===== src/rtl/ccw_pkg.sv =====
package ccw_pkg;

  // Register offsets that software decodes.
  localparam logic [7:0] A_STAT_LO  = 8'h0A;
  localparam logic [7:0] A_STAT_HI  = 8'h0C;
  localparam logic [7:0] A_HSHAKE   = 8'h0D;
  localparam logic [7:0] A_WIN_BASE = 8'h40;
  localparam logic [7:0] A_COMMIT   = 8'h47;
  localparam logic [7:0] A_RES_BASE = 8'hA0;

  localparam int WIN_BYTES = 14;
  localparam int EN_IDX    = 6;   // window byte holding block enable
  localparam int REQ_IDX   = 7;   // commit request, not stored
  localparam int GAP_IDX   = 8;   // unused byte

  typedef struct packed {
    logic [7:0]  sid;
    logic [1:0]  interval;
    logic [1:0]  cal;
    logic [1:0]  decim;
    logic        avg_on;
    logic [6:0]  avg_cnt;
    logic [7:0]  inp;
    logic [3:0]  settle;
    logic [15:0] thr_lo;
    logic [15:0] thr_hi;
    logic        meas_on;
    logic        hi_ie;
    logic        lo_ie;
  } slot_t;

  localparam int SLOT_W = $bits(slot_t);

  typedef enum logic [1:0] {SQ_IDLE, SQ_COPY, SQ_DONE} seq_st_t;

  function automatic slot_t unpack_win(input logic [8*WIN_BYTES-1:0] w);
    slot_t s;
    s.sid      = w[7:0];
    s.interval = w[8+2 +: 2];
    s.cal      = w[16+4 +: 2];
    s.decim    = w[16+2 +: 2];
    s.avg_on   = w[24+7];
    s.avg_cnt  = w[24 +: 7];
    s.inp      = w[32 +: 8];
    s.settle   = w[40 +: 4];
    s.thr_lo   = w[72 +: 16];
    s.thr_hi   = w[88 +: 16];
    s.meas_on  = w[104+7];
    s.hi_ie    = w[104+1];
    s.lo_ie    = w[104];
    return s;
  endfunction

endpackage


===== src/rtl/ccw_regwin.sv =====
module ccw_regwin
  import ccw_pkg::*;
(
  input  logic                   clk,
  input  logic                   rst,
  input  logic                   wr,
  input  logic [7:0]             addr,
  input  logic [7:0]             wdata,
  output logic [8*WIN_BYTES-1:0] win_flat,
  output logic                   blk_en
);

  for (genvar i = 0; i < WIN_BYTES; i++) begin : g_byte
    if (i == REQ_IDX || i == GAP_IDX) begin : g_none
      assign win_flat[8*i +: 8] = 8'h00;
    end else begin : g_reg
      logic [7:0] q;
      always_ff @(posedge clk) begin
        if (rst) begin
          q <= 8'h00;
        end else if (wr && addr == A_WIN_BASE + 8'(i)) begin
          if (i == EN_IDX) q <= {wdata[7], 7'b0};
          else             q <= wdata;
        end
      end
      assign win_flat[8*i +: 8] = q;
    end
  end

  assign blk_en = win_flat[8*EN_IDX + 7];

endmodule


===== src/rtl/ccw_sequencer.sv =====
module ccw_sequencer
  import ccw_pkg::*;
#(
  parameter int NCH  = 8,
  parameter int CH_W = 3
) (
  input  logic              clk,
  input  logic              rst,
  input  logic              hs_set,
  input  logic              req,
  input  logic              blk_en,
  input  logic [CH_W-1:0]   sel,
  input  slot_t             cfg_in,
  output logic              hs_flag,
  output logic              busy,
  output logic [NCH*SLOT_W-1:0] slot_cfg,
  output logic [NCH-1:0]    meas_on,
  output logic [NCH-1:0]    hi_ie,
  output logic [NCH-1:0]    lo_ie
);

  seq_st_t         st_q;
  logic [CH_W-1:0] tgt_q;
  slot_t           slots_q [NCH];

  always_ff @(posedge clk) begin
    if (rst) begin
      st_q    <= SQ_IDLE;
      tgt_q   <= '0;
      hs_flag <= 1'b0;
    end else begin
      case (st_q)
        SQ_IDLE: if (req && hs_flag && blk_en) begin
          tgt_q <= sel;
          st_q  <= SQ_COPY;
        end
        SQ_COPY: st_q <= SQ_DONE;
        SQ_DONE: begin
          hs_flag <= 1'b0;
          st_q    <= SQ_IDLE;
        end
        default: st_q <= SQ_IDLE;
      endcase
      if (hs_set) hs_flag <= 1'b1;
    end
  end

  always_ff @(posedge clk) begin
    if (rst) begin
      for (int n = 0; n < NCH; n++) slots_q[n] <= '0;
    end else if (st_q == SQ_COPY) begin
      slots_q[tgt_q] <= cfg_in;
    end
  end

  assign busy = (st_q != SQ_IDLE);

  for (genvar n = 0; n < NCH; n++) begin : g_slot
    assign slot_cfg[n*SLOT_W +: SLOT_W] = slots_q[n];
    assign meas_on[n] = slots_q[n].meas_on;
    assign hi_ie[n]   = slots_q[n].hi_ie;
    assign lo_ie[n]   = slots_q[n].lo_ie;
  end

endmodule


===== src/rtl/ccw_status.sv =====
module ccw_status #(
  parameter int NCH = 8
) (
  input  logic           clk,
  input  logic           rst,
  input  logic [NCH-1:0] evt_lo,
  input  logic [NCH-1:0] evt_hi,
  input  logic [NCH-1:0] gate_lo,
  input  logic [NCH-1:0] gate_hi,
  input  logic           clr_lo,
  input  logic           clr_hi,
  input  logic [NCH-1:0] clr_mask,
  output logic [NCH-1:0] stat_lo,
  output logic [NCH-1:0] stat_hi,
  output logic           irq
);

  logic [NCH-1:0] nxt_lo, nxt_hi;

  always_comb begin
    nxt_lo = (stat_lo & ~(clr_lo ? clr_mask : '0)) | (evt_lo & gate_lo);
    nxt_hi = (stat_hi & ~(clr_hi ? clr_mask : '0)) | (evt_hi & gate_hi);
  end

  always_ff @(posedge clk) begin
    if (rst) begin
      stat_lo <= '0;
      stat_hi <= '0;
      irq     <= 1'b0;
    end else begin
      stat_lo <= nxt_lo;
      stat_hi <= nxt_hi;
      irq     <= (|nxt_lo) | (|nxt_hi);
    end
  end

endmodule


===== src/rtl/cfg_commit_engine.sv =====
module cfg_commit_engine
  import ccw_pkg::*;
#(
  parameter int NCH    = 8,
  parameter int CODE_W = 16
) (
  input  logic                    clk,
  input  logic                    rst,
  input  logic                    reg_wr,
  input  logic                    reg_rd,
  input  logic [7:0]              reg_addr,
  input  logic [7:0]              reg_wdata,
  output logic [7:0]              reg_rdata,
  input  logic [NCH-1:0]          evt_low,
  input  logic [NCH-1:0]          evt_high,
  input  logic [NCH*CODE_W-1:0]   result_code,
  output logic [NCH*SLOT_W-1:0]   slot_cfg,
  output logic                    irq
);

  localparam int CH_W      = (NCH > 1) ? $clog2(NCH) : 1;
  localparam int RES_BYTES = CODE_W / 8;
  localparam int RES_SPAN  = NCH * RES_BYTES;

  logic [8*WIN_BYTES-1:0] win_flat;
  logic                   blk_en;
  logic                   hs_flag, seq_busy;
  logic [NCH-1:0]         meas_on, hi_ie, lo_ie, gate_lo, gate_hi;
  logic [NCH-1:0]         stat_lo, stat_hi;
  logic                   hs_set, req, clr_lo, clr_hi;
  logic [2:0]             sel3;
  slot_t                  cfg_in;
  logic [7:0]             rd_mux;

  assign hs_set = reg_wr && reg_addr == A_HSHAKE && reg_wdata[0];
  assign req    = reg_wr && reg_addr == A_COMMIT && reg_wdata[7];
  assign clr_lo = reg_wr && reg_addr == A_STAT_LO;
  assign clr_hi = reg_wr && reg_addr == A_STAT_HI;
  assign sel3   = win_flat[8+5 +: 3];
  assign cfg_in = unpack_win(win_flat);

  ccw_regwin u_win (
    .clk(clk), .rst(rst), .wr(reg_wr), .addr(reg_addr), .wdata(reg_wdata),
    .win_flat(win_flat), .blk_en(blk_en)
  );

  ccw_sequencer #(.NCH(NCH), .CH_W(CH_W)) u_seq (
    .clk(clk), .rst(rst), .hs_set(hs_set), .req(req), .blk_en(blk_en),
    .sel(sel3[CH_W-1:0]), .cfg_in(cfg_in), .hs_flag(hs_flag), .busy(seq_busy),
    .slot_cfg(slot_cfg), .meas_on(meas_on), .hi_ie(hi_ie), .lo_ie(lo_ie)
  );

  assign gate_lo = meas_on & lo_ie;
  assign gate_hi = meas_on & hi_ie;

  ccw_status #(.NCH(NCH)) u_stat (
    .clk(clk), .rst(rst), .evt_lo(evt_low), .evt_hi(evt_high),
    .gate_lo(gate_lo), .gate_hi(gate_hi), .clr_lo(clr_lo), .clr_hi(clr_hi),
    .clr_mask(reg_wdata[NCH-1:0]), .stat_lo(stat_lo), .stat_hi(stat_hi), .irq(irq)
  );

  always_comb begin
    int widx, ridx;
    widx   = int'(reg_addr) - int'(A_WIN_BASE);
    ridx   = int'(reg_addr) - int'(A_RES_BASE);
    rd_mux = 8'h00;
    if (reg_addr == A_STAT_LO)      rd_mux = 8'(stat_lo);
    else if (reg_addr == A_STAT_HI) rd_mux = 8'(stat_hi);
    else if (reg_addr == A_HSHAKE)  rd_mux = {7'b0, hs_flag};
    else if (widx >= 0 && widx < WIN_BYTES)
      rd_mux = win_flat[widx*8 +: 8];
    else if (ridx >= 0 && ridx < RES_SPAN)
      rd_mux = result_code[(ridx / RES_BYTES) * CODE_W + (ridx % RES_BYTES) * 8 +: 8];
  end

  always_ff @(posedge clk) begin
    if (rst)         reg_rdata <= 8'h00;
    else if (reg_rd) reg_rdata <= rd_mux;
  end

endmodule


===== config.mk =====
export PLATFORM = sky130hd
export DESIGN_NAME = cfg_commit_engine
export DESIGN_NICKNAME = d
export VERILOG_FILES = /design/src/rtl/ccw_pkg.sv /design/src/rtl/ccw_regwin.sv /design/src/rtl/ccw_sequencer.sv /design/src/rtl/ccw_status.sv /design/src/rtl/cfg_commit_engine.sv
export SDC_FILE = /design/constraint.sdc
export NUM_CORES = 1
export LEC_CHECK = 0
export BUFFER_PORTS_ARGS = -buffer_cell sky130_fd_sc_hd__buf_2
export CAP_MARGIN = 15
export CORE_UTILIZATION = 30
export CTS_CLUSTER_DIAMETER = 40
export DETAILED_ROUTE_END_ITERATION = 6
export HOLD_SLACK_MARGIN = 0.06
export SLEW_MARGIN = 20
export SYNTH_ARGS = -nofsm -noshare
export SYNTH_HDL_FRONTEND = slang
export SYNTH_HIERARCHICAL = 1
export SYNTH_SLANG_ARGS = --single-unit

===== constraint.sdc =====
create_clock -name clk -period 3.66 [get_ports clk]
set_clock_uncertainty 0.2 [all_clocks]
set_input_delay 0.183 -clock clk [delete_from_list [all_inputs] [get_ports clk]]
set_output_delay 0.183 -clock clk [all_outputs]
set_load 0.02 [all_outputs]

### Word level (Yosys, flattened, before mapping)

Memories as Yosys holds them, arrays and structs flattened.
Cells that the tools add are included.

* eq/ne operators: 19
* reduce and logical (&&, ||, !) cells: 28
* mux-type cells: 19
* bitwise operators: 12
* add/subtract/negate cells: 4
* shift operators: 2
* order comparisons: 4

Operators with widths (count)
* variable part select 128 x 32 -> 8 bit: 1
* variable part select 112 x 12 -> 8 bit: 1
* equality test 8 x 7 -> 1 bit, second input constant: 13
* 2-to-1 mux 69 bit: 1
* OR reduction 69 bit: 1
* 2-to-1 mux 8 bit: 7
* AND 8 bit: 6
* adder 32 x 5 -> 32 bit: 1
* adder 28 x 1 -> 28 bit: 1
* equality test 8 x 4 -> 1 bit, second input constant: 3
* logical AND 1 bit: 22
* >= comparator 9 x 1 -> 1 bit, second input constant: 2
* inverter 8 bit: 2
* OR 8 bit: 2
* OR reduction 8 bit: 2
* less-than comparator 9 x 5 -> 1 bit, second input constant: 1
* less-than comparator 9 x 6 -> 1 bit, second input constant: 1
* subtractor 8 x 7 -> 9 bit, second input constant: 1
* subtractor 8 x 8 -> 9 bit, second input constant: 1
* 2-to-1 mux 1 bit: 8
* one-hot mux 2 bit (2 select lines): 1
* 2-to-1 mux 3 bit: 1
* equality test 2 x 1 -> 1 bit, second input constant: 1
* equality test 2 bit, second input constant: 1
* 7 further kinds: 7

* memories: 1
* input port bits: 164
* output and inout port bits: 561
* bits in writable memories: 552
* logic and storage cells: 108
* register bits after elaboration: 120

Memories
* u_seq.slots_q: depth 8, bits a word 69, rd ports 8, clocked after Yosys merged registers in 0, write ports 8, line ccw_sequencer.sv:24 `slot_t slots_q [NCH];`

### Logic depth before layout (Yosys ltp)

Gate-level depths: netlist (run 1).

* depth in word-level cells: 10
* mapped depth: 17
* depth with buffers taken out: 16

### Modules after synthesis

Netlist (run 1), hierarchy kept.

Modules (own cells, without submodules)
* ccw_sequencer: cells each 1231, times used 1, sequential area each 16696.0 µm², area each 20842.5 µm²
* ccw_regwin: cells each 345, times used 1, sequential area each 1781.7 µm², area each 3804.9 µm²
* cfg_commit_engine: cells each 335, times used 1, sequential area each 160.2 µm², area each 3145.5 µm²
* ccw_status: cells each 75, times used 1, sequential area each 340.3 µm², area each 698.2 µm²

### Worst setup path after synthesis (run 1)

OpenSTA, ideal clock, no wires.

* kind: in2reg
* start point: input port reg_addr[6]
* end point: register reg_rdata[4]
* stages: 16
* buffers on the path: 2
* library setup time: 0.123 ns
* data arrival time: 2.998 ns
* data required time: 3.337 ns
* path slack: 0.340 ns
* cell sequence: inv_1 > ha_1 > a21oi_4 > nand2_2 > inv_1 > ha_1 > ha_1 > inv_1 > fa_1 > buf_2 > clkbuf_1 > mux4_2 > mux2i_1 > a21oi_1 > o31ai_1 > a2bb2oi_1

* cells in the longest elaborated chain, start to end: 10
* elaborated cells between the ends (all ways): 21
* classes of those cells: 4 x add/sub; 4 x order compare; 3 x eq/ne; 2 x shift; 5 x mux; 1 x bitwise; 2 x reduce/logical

RTL lines
* from (decl): line cfg_commit_engine.sv:11 `input logic [7:0] reg_addr,`
* subtractor 8 x 8 -> 9 bit: line cfg_commit_engine.sv:65 `ridx = int'(reg_addr) - int'(A_RES_BASE);`
* AND 1 bit (no line)
* adder 28 x 1 -> 28 bit (no line)
* adder 32 x 5 -> 32 bit: line cfg_commit_engine.sv:73 `rd_mux = result_code[(ridx / RES_BYTES) * CODE_W + (ridx % RES_BYTES) * 8 +: 8];`
* variable part select 128 x 32 -> 8 bit: line cfg_commit_engine.sv:73
* 2-to-1 mux 8 bit: line cfg_commit_engine.sv:72 `else if (ridx >= 0 && ridx < RES_SPAN)`
* 2-to-1 mux 8 bit: line cfg_commit_engine.sv:70 `else if (widx >= 0 && widx < WIN_BYTES)`
* 2-to-1 mux 8 bit: line cfg_commit_engine.sv:69 `else if (reg_addr == A_HSHAKE) rd_mux = {7'b0, hs_flag};`
* 2-to-1 mux 8 bit: line cfg_commit_engine.sv:68 `else if (reg_addr == A_STAT_HI) rd_mux = 8'(stat_hi);`
* 2-to-1 mux 8 bit (*): line cfg_commit_engine.sv:67 `if (reg_addr == A_STAT_LO) rd_mux = 8'(stat_lo);`
* to (signal assigned): line cfg_commit_engine.sv:78 `else if (reg_rd) reg_rdata <= rd_mux;`
* to (decl): line cfg_commit_engine.sv:13 `output logic [7:0] reg_rdata,`

Every way passes the cells marked *; elsewhere a longest branch is shown, timed or not.
A chain may end at the register's enable or synchronous reset.

### Worst setup path after layout (run 1)

* start point: input port reg_addr[6]
* end point: register reg_rdata[1]

The elaborated chain is that of the path after synthesis.

==> results of run 1 <==
state kept, by name, indices dropped and copies added, names as in the netlist:
signal and flops:
u_seq/hs_flag 1, u_win/g_byte.g_reg.q 89, u_stat/stat_lo 8, u_seq/slots_q 552, u_seq/tgt_q 3, u_seq/st_q 2
u_stat/stat_hi 8, u_stat/irq 1, reg_rdata 8
final timing paths:
path | end | slack (ps) | cells after the start
worst min register to register | u_win/g_byte[2].g_reg.q[6] | 280 | 2
worst min-delay path | reg_rdata[3] | 100 | 7
worst max-delay path | reg_rdata[1] | 200 | 17
worst max register to register | reg_rdata[5] | 640 | 6
Yosys cell counts, drive strengths merged (2+ instances only):
master  number
buf         79
nor4b        2
clkbuf      77
a311oi       4
a21o         4
or3          3
or2         11
nand3b       2
a31oi        4
nor4         4
and2b        2
inv         13
xnor2        3
o22ai        4
nand4       16
mux4        45
and2       573
a21oi       20
nand2b     110
edfxtp     552
nor2        52
nor3         9
dfxtp      120
mux2         6
mux2i      117
and4         2
nand4b       2
nand2       36
ha          11
o21ai       14
nor2b        5
a221oi       4
nand3       15
a22oi       27
o31ai        5
a211oi      12
and3         2
xor2         5
cell families (layout without fill, tap and decap cells):
family / Yosys count / after routing / share of synthesized area
AOI/OAI and AO/OA: 104 / 104 / 0.0269
xor gates and xnor gates: 8 / 8 / 0.00312
other: 1 / 32 / 0.000132
adders and majority gates: 12 / 12 / 0.00553
and+or+nand+nor: 851 / 851 / 0.185
DFF: 672 / 672 / 0.666
muxes: 168 / 168 / 0.0808
buffers and inverters: 170 / 1057 / 0.0323
cell usage in the layout, fill, tap and decap left out, types with 8 or more instances in the layout:
master	count
nand2_1	34
clkinv_1	11
mux2i_1	117
buf_2	722
nor2_1	48
buf_4	34
a21oi_1	19
clkinv_4	10
dlygate4sd3_1	89
a22oi_1	19
edfxtp_1	552
o21ai_0	11
clkbuf_1	10
conb_1	23
diode_2	9
dfxtp_1	120
bufinv_16	11
inv_1	11
nand3_1	10
mux4_1	13
clkbuf_16	100
and2_1	572
buf_12	13
nand2b_1	109
or2_4	8
mux4_2	32
inv_6	12
clkinv_2	10
ha_1	9
nand4_1	12
a211oi_1	12
where the power goes:
| part | total, mW | switching, mW | internal [mW] |
|---|---|---|---|
| clock network | 9.70 | 3.76 | 5.95 |
| logic | 1.78 | 1.14 | 0.642 |
| registers | 8.67 | 0.104 | 8.56 |
worst max-delay path, delay by kind of cell:
kind            cells  cell delay, ps
compound gates      5             630
buf+inv             6            1190
mux                 1             330
simple gates        1             160
fa+ha+maj           4            1290
per-layer routing:
layer,global-route usage,wire (um)
met5,0,0
met4,0.0853,3900
met1,0.244,39500
met2,0.370,53100
met3,0.0357,5970
cell type report:
| cell class | count | area share |
|---|---|---|
| Antenna cell | 9 | 0.000595 |
| Clock buffer | 113 | 0.0682 |
| Clock inverter | 71 | 0.0228 |
| Inverter | 14 | 0.00139 |
| Multi-Input combinational cell | 1166 | 0.232 |
| Sequential cell | 672 | 0.501 |
| Tap cell | 1254 | 0.0414 |
| Timing Repair Buffer | 859 | 0.133 |
what timing repair did:
item	CTS	global route
hold endpoints to repair	60	0
setup endpoints to repair	0	5
gates resized for setup	0	10
setup buffers	0	2
hold buffers	89	0
per-stage QoR:
stage,power (mW),utilization,cells,area [um^2],hold slack (ps)
after floorplan,9.78,-,2008,28600,139
after global placement,10.5,0.357,3874,33500,258
after detailed placement,10.5,0.357,3874,33500,262
after CTS,20.4,0.403,4147,37800,62.2
after global routing,20.8,0.404,4152,37900,107
final,20.2,0.404,4158,37900,99.5
==> impl_results.md, run 1 <==
* Fmax achieved at 0.289 GHz
* CTS tree: done
* Row count at 112
* Slowest CP cell: dlygate4sd3_1
* # DRC at 0
* Cell Area, Synth at 28,500 um^2
* Core box area at 93,700 um^2
* Area leader, netlist: edfxtp_1
* Post-synth top area share at 0.582
* TritonRoute pass-1 iters at 5
* Setup Viol. Count Final at 0
* Clk sinks at 672
* Initial drt markers at 1,500
* Num CTS Buffers at 99
* Congestion Overflow GR at 0
* Async SR Flop Fraction at 0
* IO Port Bufs at 724
* Area growth syn-to-layout at 32.9%
* Sequential fraction of the synthesis area at 0.666
* Starting Density at 0.304
* Cells along the critical path: buf_2, inv_1, ha_2, a21oi_4, nand2_2, inv_2, ha_1, ha_1, inv_1, fa_1, buf_8, mux4_2, o22ai_1, a311oi_1, dlygate4sd3_1, a32oi_2, a21oi_1
* CTS Buffer Depth at 3
* Vias in the first global route at 18,700
* Worst setup path start: reg_addr[6]
* IO Pins at 725
* WP data arrival at 3770 ps
* Worst-path fanout max at 20
* Largest net degree at the start of global routing at 112
* Crit path capture type: flip-flop
* Number of synthesized flops with an enable pin at 552
* H-tree levels at 3
* Hold crit path type: in -> reg
* Average cell area after synthesis at 14.3 um^2
* Headroom to the max-slew limit at 0.333
* Flip-flop and latch count after synthesis at 672
* Worst min-delay path startpoint: reg_addr[4]
* Initial antenna violation count at 10
* Most common flop cell mapped by yosys: edfxtp_1
* Max-cap violations at 0
* Flip-flop and latch area at 19,000 um^2
* Hpwl dp at 69,700 um
* Slew @ Worst Pin at 1000 ps
* Synth warnings at 6
* Routed wire length per instance at 24.6 um
* Fin crit period at 3460 ps
* Final worst path period share at 0.945
* Unrepaired setup endpoints after global routing: no
* Worst Path Class, Setup: in -> reg
* Worst slack, placed at -14.6 ps
* Status: complete, no violations
* Max IR drop VDD at 0.360 mV
* Die X at 310 um
* Setup tns final at 0 ps
* Endpoints failing hold at 0
* Nets at 2,988
* CP startpoint kind: input port
* Pleak at 15.4 nW
* Pwr Density at 532 nW/um^2
* CTS Root Cell: clkbuf_16
* Final WS setup at 201 ps
* Fillers at 8,773
* First-pass GRT wire length at 140,000 um
* Later-pin clock latency in the skew report at 670 ps
* CP required at 3980 ps
* Die height at 310 um
* FF-to-FF Start: u_win/g_byte[2].g_reg.q[5]
* Post-Syn Instances at 1,986
* Area used by multi-input combinational logic at 8770 um^2
* Worst path max stage delay at 610 ps
* Layout cell share with drive strength beyond 1 at 0.354
* Vias per std cell at 4.56
* Synth top area cells: edfxtp_1 58%, and2_1 13%, dfxtp_1 8.4%, mux2i_1 4.1%, mux4_2 2.5%
* Post-DRT Antenna Nets at 0
* Routability Congestion at 0.979
* Slew Viols, Final at 0
* Worst-path clk slew at 50 ps
* Detailed-route wire length at 102,000 um
* Yosys cell types at 78
* Vias at 19,000
* Die ar. at 96,200 um^2
* GRT Util Overall at 0.207
No activity file was read; power rests on OpenSTA's default activity.
==> run 2: changes to the inputs <==
Settings changed: BUFFER_PORTS_ARGS -buffer_cell sky130_fd_sc_hd__buf_2 to -buffer_cell sky130_fd_sc_hd__clkbuf_2.
==> run 2 against run 1 <==
Net effect: final cell count is 0.22% lower; die area stayed put; fmax is 0.39% lower; non-clock buffer count is 11 lower; sequential share of layout area hardly changed; via count is 1.3% higher; clock-buffer cell count is 5 higher; clock power is 1% higher; largest cell class unchanged; core utilization hardly changed; sequential cell count stayed put; register-to-register slack better by 20 ps.
==> impl_results.md, run 2 (synthesized netlist as in run 1, its figures left out) <==
* Status: complete, no violations
* Final WS setup at 187 ps
* Clock share of power at 0.485
* Vias in the first global route at 18,700
* Hpwl dp at 70,000 um
* Nets at 2,979
* Max-cap violations at 0
* Crit-path most repeated cell: inv_1
* FF-to-FF Start: u_win/g_byte[2].g_reg.q[5]
* Flip-flop and latch area at 19,000 um^2
* Pwr Density at 536 nW/um^2
* IO Port Bufs at 724
* Endpoints failing hold at 0
* Pleak at 15.5 nW
* Most frequent cells in the layout: 722 x clkbuf_2, 572 x and2_1, 552 x edfxtp_1
* Initial antenna violation count at 9
* GRT Util Overall at 0.205
* Cells along the critical path: clkbuf_2, inv_1, ha_2, a21oi_4, nand2_4, inv_1, ha_1, ha_1, inv_1, fa_1, buf_12, nor2_2, nand3_1, dlygate4sd3_1, nand4_1, dlygate4sd3_1, a21oi_1
* R2r setup slk at 660 ps
* Area growth syn-to-layout at 32.8%
* TritonRoute pass-1 iters at 5
* Slowest CP cell: dlygate4sd3_1
* Final Non-Filler Cells at 4,149
* CP required at 3970 ps
* WP data arrival at 3780 ps
* Largest registers: u_seq/slots_q (552), u_win/g_byte.g_reg.q (89)
* Int Pwr at 15.2 mW
* Hold depth at 5
* Hold crit path type: in -> reg
* P_sw at 5.10 mW
* Starting Density at 0.304
* Logic pwr share at 0.087
* Worst-path clk slew at 50 ps
* CP startpoint kind: input port
* Hold endpoint: reg_rdata[2]
* Initial drt markers at 1,465
* Routed wire length per instance at 24.6 um
* Congestion Overflow GR at 0
* Fmax achieved at 0.288 GHz
* Worst path max stage delay at 560 ps
* Flop pwr share at 0.428
* Routability Congestion at 0.954
* Min Hold Slack at 115 ps
* Area used by multi-input combinational logic at 8780 um^2
* CTS Root Cell: clkbuf_16
* Post-CTS Setup Repair Bufs at 0
* Setup tns final at 0 ps
* Worst Path Class, Setup: in -> reg
* Fillers at 8,814
* Num CTS Buffers at 101
* Top reg by flops: u_seq/slots_q
* Later-pin clock latency in the skew report at 680 ps
* Layout cell share with drive strength beyond 1 at 0.357
* Slew @ Worst Pin at 995 ps
* Capturing point of the worst reg2reg path: reg_rdata[5]
* Core box area at 93,700 um^2
* Die height at 310 um
* Placed Cells at 3,875
* Post-DRT Antenna Nets at 0
* Worst-path fanout max at 20
* Final worst path period share at 0.949
* Worst min-delay path startpoint: result_code[58]
* First-pass GRT wire length at 139,000 um
* Slew Viols, Final at 0
* Setup Viol. Count Final at 0
* H-tree levels at 3
* Row count at 112
* Largest register FFs at 552
* Crit path capture type: flip-flop
* Die X at 310 um
* CTS tree: done
* # DRC at 0
* Clk sinks at 672
* Worst r2r path cells at 6
* Max IR drop VDD at 0.331 mV
* Largest net degree at the start of global routing at 90
* Worst slack, placed at 32.9 ps
* Commonest non-fill, non-tap cell in the layout: clkbuf_2
* Sw frac at 0.252
* Headroom to the max-slew limit at 0.336
* CTS Buffer Depth at 3
* Vias per std cell at 4.63
* Detailed-route wire length at 102,000 um
* Fin crit period at 3470 ps
* Vias at 19,200
* IO Pins at 725
* Die ar. at 96,200 um^2
## run 2: changes by cell type in the layout (fill, tap and decap cells not counted), moves of 3 or more
| cell | change |
|---|---|
| diode_2 | -4 |
| clkbuf_2 | +722 |
| clkinv_4 | -3 |
| nor2_2 | +3 |
| buf_2 | -722 |
| dlygate4sd3_1 | -10 |
| inv_8 | +6 |
| bufinv_16 | -3 |
| clkbuf_16 | +4 |
| clkinvlp_4 | +6 |
## run 2: repair_timing
action,in CTS,in global routing
setup endpoints to repair,0,11
hold buffers,79,0
gates resized for setup,0,13
hold endpoints to repair,57,0
## run 2: cell type report
cell class | instances | share of cell area
clock inverter | 72 | 0.0215
antenna | 5 | 0.000331
clock buffer | 118 | 0.0715
sequential | 672 | 0.502
timing repair buffer | 848 | 0.130
inverter | 14 | 0.00139
tap | 1254 | 0.0415
multi-input combinational | 1166 | 0.232
## run 2: how the worst max path moves through the flow
stage | startpoint | depth (start not counted) | to
6_report | reg_addr[6] | 17 | reg_rdata[6]
3_3_place_gp | reg_addr[6] | 16 | reg_rdata[0]
2_1_floorplan | reg_addr[6] | 16 | reg_rdata[4]
4_1_cts | reg_addr[6] | 17 | reg_rdata[6]
3_5_place_dp | reg_addr[6] | 16 | reg_rdata[0]
5_1_grt | reg_addr[6] | 16 | reg_rdata[1]
## run 2: metal layers
layer	vias up	track usage	part of all wire
li1	8680	-	-
met1	9542	0.240	0.39
met2	786	0.365	0.52
met3	188	0.0340	0.052
met4	0	0.0957	0.043
met5	-	0	0
## run 2: critical path, delay by kind of cell
| kind | cells | cell delay [ps] |
|---|---|---|
| AOI/OAI and AO/OA | 2 | 290 |
| buffers and inverters | 7 | 1710 |
| and+or+nand+nor | 4 | 460 |
| adders and majority gates | 4 | 1130 |
## run 2: through the flow
stage               cell area [um^2]   util  total power, mW
finish                         37800  0.404             20.3
global placement               33500  0.357             10.5
CTS                            37800  0.403             20.5
global route                   37800  0.404             20.9
floorplan                      28600      -             9.78
detailed placement             33500  0.357             10.5
## run 2: power groups by stage
stage / Combinational [mW] / Clock [mW] / Sequential, mW
after CTS: 1.75 / 10.0 / 8.68
after floorplan: 0.563 / 0 / 9.22
after global placement: 1.66 / 0 / 8.83
after detailed placement: 1.66 / 0 / 8.84
final: 1.76 / 9.83 / 8.68
after global routing: 1.85 / 10.3 / 8.70
